**src/rtl/wavesel_fsm.sv**
```systemverilog
`timescale 1ns/1ps
module wavesel_fsm #(
  parameter int CLK_HZ     = 100_000_000,
  parameter int HALF_TICKS = CLK_HZ / 10000 * 416,
  parameter int HI_STEPS   = 1,
  parameter int LO_STEPS   = 7,
  parameter int SW1_FIRST  = 0
) (
  input  logic       clk,
  input  logic       rst,
  input  logic       sq_sw,
  input  logic       hold_sw,
  input  logic       duty_sw,
  output logic [1:0] state_led,
  output logic       wave_n
);
  localparam int TW    = $clog2(HALF_TICKS + 1);
  localparam int DMAX  = (HI_STEPS > LO_STEPS) ? HI_STEPS : LO_STEPS;
  localparam int DWW   = $clog2(DMAX + 1);
  localparam bit PRI_SQ = (SW1_FIRST != 0);
  localparam logic [TW-1:0]  RELOAD = TW'(HALF_TICKS - 1);
  localparam logic [DWW-1:0] HI_LD  = DWW'(HI_STEPS - 1);
  localparam logic [DWW-1:0] LO_LD  = DWW'(LO_STEPS - 1);

  logic [1:0]     sq_s, hold_s, duty_s;
  logic [1:0]     state;
  logic           wave;
  logic [TW-1:0]  tmr;
  logic [DWW-1:0] dwell;
  logic           sq_on, hold_on;
  logic [1:0]     next_st;
  logic [DWW-1:0] next_dw;

  always_ff @(posedge clk) begin
    if (rst) begin
      sq_s   <= 2'b00;
      hold_s <= 2'b00;
      duty_s <= 2'b00;
    end else begin
      sq_s   <= {sq_s[0], sq_sw};
      hold_s <= {hold_s[0], hold_sw};
      duty_s <= {duty_s[0], duty_sw};
    end
  end

  assign sq_on   = sq_s[1] & (PRI_SQ | ~hold_s[1]);
  assign hold_on = hold_s[1] & ~(PRI_SQ & sq_s[1]);
  assign next_st = state + 2'd1;
  assign next_dw = !duty_s[1] ? '0 : (next_st == 2'd3) ? LO_LD : HI_LD;

  always_ff @(posedge clk) begin
    if (rst) begin
      state <= 2'd0;
      wave  <= 1'b0;
      tmr   <= '0;
      dwell <= '0;
    end else if (hold_on) begin
      state <= 2'd3;
      wave  <= 1'b0;
      tmr   <= RELOAD;
      dwell <= '0;
    end else if (sq_on) begin
      dwell <= '0;
      if (state != 2'd1) begin
        state <= 2'd1;
        wave  <= 1'b0;
        tmr   <= RELOAD;
      end else if (tmr == '0) begin
        wave <= ~wave;
        tmr  <= RELOAD;
      end else begin
        tmr <= tmr - 1'b1;
      end
    end else begin
      wave <= 1'b0;
      tmr  <= RELOAD;
      if (dwell == '0) begin
        state <= next_st;
        dwell <= next_dw;
      end else begin
        dwell <= dwell - 1'b1;
      end
    end
  end

  assign state_led = state;
  assign wave_n    = (state == 2'd3) ? 1'b0 : (state == 2'd1) ? ~wave : 1'b1;
endmodule

```
**config.mk**
```make
export PLATFORM = sky130hd
export DESIGN_NAME = wavesel_fsm
export DESIGN_NICKNAME = d
export VERILOG_FILES = /design/src/rtl/wavesel_fsm.sv
export SDC_FILE = /design/constraint.sdc
export NUM_CORES = 1
export LEC_CHECK = 0
export ABC_AREA = 1
export ABC_CLOCK_PERIOD_IN_PS = 1800
export BUFFER_PORTS_ARGS = -buffer_cell sky130_fd_sc_hd__buf_2
export CORE_MARGIN = 1
export CORE_UTILIZATION = 60
export DETAILED_ROUTE_END_ITERATION = 8
export PLACE_DENSITY = 0.85
export SETUP_SLACK_MARGIN = 0.4
export SYNTH_ARGS = -nofsm -noshare
export SYNTH_HDL_FRONTEND = slang
export SYNTH_SLANG_ARGS = --single-unit
```
**constraint.sdc**
```tcl
create_clock -name clk -period 1.8 [get_ports clk]
set_clock_uncertainty 0.05 [all_clocks]
set_input_delay 0 -clock clk [delete_from_list [all_inputs] [get_ports clk]]
set_output_delay 0 -clock clk [all_outputs]
set_load 0.02 [all_outputs]
```
# Word-level counts from Yosys, hierarchy flattened
# Cells that the tools add are included.
# classes
n_eq_ne,5
addsub,3
muxes,13
bitwise,4
n_reduce_logical,7
# ops
cell,count
22-bit 2-to-1 mux,4
22-bit logical NOT,1
22-bit by 1-bit subtractor with 22-bit output (second input constant),1
3-bit 2-to-1 mux,3
2-bit 2-to-1 mux,4
5-bit OR reduction,1
2-bit == test (second input constant),2
4-bit OR reduction,1
3-bit logical NOT,1
3-bit by 2-bit inequality test with 1-bit output (second input constant),1
1-bit inverter,3
3-bit nonzero test,1
3-bit OR reduction,1
3-bit by 1-bit subtractor with 3-bit output (second input constant),1
2-bit by 1-bit adder with 2-bit output (second input constant),1
2-bit by 1-bit == test with 1-bit output (second input constant),1
1-bit 2-to-1 mux,2
2-bit by 1-bit inequality test with 1-bit output (second input constant),1
2-bit AND reduction,1
1-bit AND,1
# word_totals
register_bits,34
inputBits,5
out_inout_bits,3
wordCells,40

# Depth between registers and ports, before layout
# depth
word_depth,5
mapped_depth,10
ltp_nobuf,10

# Least setup slack after synthesis
# No wires, ideal clock.
# synth_timing
path_type,register to register
start,reg state[0] (netlist: state_led[0])
end,reg tmr[6]
required_time_ns,1.637
arrival_time_ns,1.264
setup_slack_ns,0.373
n_path_buf,1
synth_period_minus_slack_ns,1.427
stages_incl_launch_ff,8
setup_time_ns,0.113
cell_sequence,dfxtp_1 > ha_1 > nand3_1 > inv_1 > nand2_4 > buf_8 > o21ai_1 > inv_1
# synth_via
elab_chain_len,4
# synth_rtl
element,line,text
start: declaration,26,logic [1:0] state;
start signal: assignment,78,state <= next_st;
2-bit by 1-bit inequality test with 1-bit output,64,if (state != 2'd1) begin
22-bit 2-to-1 mux,64,
22-bit 2-to-1 mux,62,end else if (sq_on) begin
22-bit 2-to-1 mux,57,end else if (hold_on) begin
end signal: assignment,72,tmr <= tmr - 1'b1;
end: declaration,28,logic [TW-1:0] tmr;
# Every way passes these cells.
# A chain may end at the register's enable or synchronous reset.

# Worst setup path after layout
# layout_timing
start,reg state[1] (netlist: state_led[1])
end,reg tmr[2]
# The elaborated chain is that of the path after synthesis.

==> run metrics <==
Synth Cell Area 0.00178 sq mm; die height 56.4 um; most common cell after layout, fill and taps aside inv_1; GRT overflow 0; DR iter-0 viols 110; clock latency reported for the late side of the worst-skew pair 350 ps; worst-margin pin slew 532 ps; area delta synth->final 26.3%; post-route ant nets 0; DP HPWL 2480 um; required time worst endpoint 1990 ps; ant diodes 0; vias in the first global route 1574; die span in x 56.4 um; Max IR drop VDD 1.04 mV; Pleak 0.968 nW; Critical Path Fanout Max 9; RSZ-0062 raised after global routing true; largest net degree at the start of global routing 18; final hold vios 0; Final Cell Area 0.00224 sq mm; Via density 5.68; Initial Util 0.638; clk sink count 34; die area 0.00318 sq mm; sequential area share after synthesis 0.383; post-synth cell types 26; TritonCTS Buffers 5; area of the multi-input gates 0.00108 sq mm; nets 283; CTS H-tree lvls 2; met1 Use GR 0.332; Hold Crit Class input port to register; Std-Cell Rows 19; Design Power 2.05 mW; kind of critical path register to register; Min Clock Period, post-route 1490 ps; fmax 672 MHz; grt peak-use layer met2; Vias 1722; DRC viols 0; most frequent cells in the layout inv_1, nand2_1, nor2_1; Layout Utilization 0.806; Sequential Area 702 sq um; Mapped Cells 243; initial antenna violation count 0; Setup TNS Final 0 ps; final wirelength 4920 um; CTS tree done; critical path capture point type register; Core ar. 0.00278 sq mm; gr usage total 0.279; layout cells sized above 1 0.349; Port Buffers 7; met2 usage 0.481; mean post-synth cell area 7.31 sq um; Pins Over Slew Limit 0; Fillers 171; CP Launch Type register; DR pass1 iterations 4; Root Buffer clkbuf_4; setup violators final 0; average wire per standard cell 16.2 um; fin crit share 0.827; met3 usage in global routing 0.0576; CTS clk-pin slew, worst paths 120 ps; slew margin rel. 0.645; Clock Tree Buf Depth 2; net count after synthesis 255; Placed Area 0.00184 sq mm; outcome finished, final reports clean; first-pass GRT wire length 6780 um; I/O pin cnt 8; Synth Register Bits 34; Critical Path AT 1680 ps; max-cap check violation count 0; pwr/cell area 916 mW/mm^2; Syn. warnings 0; GPL Wtd Cong 0.832
[area by class of cell]
cell class	instances	area share
multi-input combinational	167	0.482
sequential	34	0.313
timing repair buffer	25	0.0859
inverter	38	0.0670
clock inverter	3	0.0179
tap	31	0.0173
clock buffer	5	0.0167
[sequential cells by signal, indices dropped and copies added, names as in the netlist]
| name | cells |
|---|---|
| state_led | 2 |
| hold_s | 2 |
| dwell | 3 |
| tmr | 22 |
| wave | 1 |
| sq_s | 2 |
| duty_s | 2 |
[timing repair]
| item | in CTS | in global routing |
|---|---|---|
| pin swaps | 4 | 14 |
| buffers inserted | 6 | 7 |
| hold buffers | 3 | 0 |
| endpoints found under the setup margin | 13 | 25 |
| hold endpoints to repair | 3 | 0 |
| resized for setup | 14 | 46 |
[cells in the mapped netlist, drive strengths merged]
master	number	share of area
nor2	58	0.16
nand2	39	0.091
inv	38	0.080
dfxtp	34	0.38
nand3	18	0.061
o21ai	12	0.034
a21oi	11	0.031
xor2	9	0.044
ha	7	0.049
xnor2	5	0.025
nand4	4	0.014
buf	3	0.014
a31oi	1	0.0035
and2	1	0.0035
clkbuf	1	0.0021
nor3	1	0.0028
or2	1	0.0035
[layer usage]
metal	wire, um	vias to the layer above
li1	-	801
met1	1870	794
met2	2450	91
met3	358	36
met4	233	0
met5	0	-
[critical path, stage by stage, from the launching register on]
cell     delay, ps
dfxtp_2        360
inv_1          130
ha_4           180
nand3_4        100
inv_4          110
nand2_8         70
buf_12         150
o21ai_1        150
inv_1           70
[kinds of logic after synthesis]
kind of cell	count (synthesis)	synth area share
fa+ha+maj	7	0.0493
buf+inv	42	0.0965
xor+xnor	14	0.0691
simple gates	122	0.333
compound gates	24	0.0684
flops	34	0.383
[final timing paths]
path	start	endpoint	slack (ps)	depth (start not counted)
worst max-delay path	state_led[1]	tmr[2]	310	8
worst min-delay path	rst	tmr[11]	40	3
worst max register to register	state_led[1]	tmr[2]	310	8
worst min register to register	dwell[0]	dwell[0]	370	1
[through the flow]
stage,setup slack [ps],hold slack (ps),std cells
finish,311,44.0,303
global route,243,54.2,303
CTS,394,32.0,296
detailed placement,267,158,279
global placement,283,152,279
floorplan,415,57.0,243
[report_power, final]
group / switching (mW) / internal, mW / leakage (nW)
combinational: 0.346 / 0.215 / 0.638
sequential: 0.0910 / 0.840 / 0.286
clock: 0.274 / 0.288 / 0.0450
total: 0.712 / 1.34 / 0.968
No activity file was read; power rests on OpenSTA's default activity.
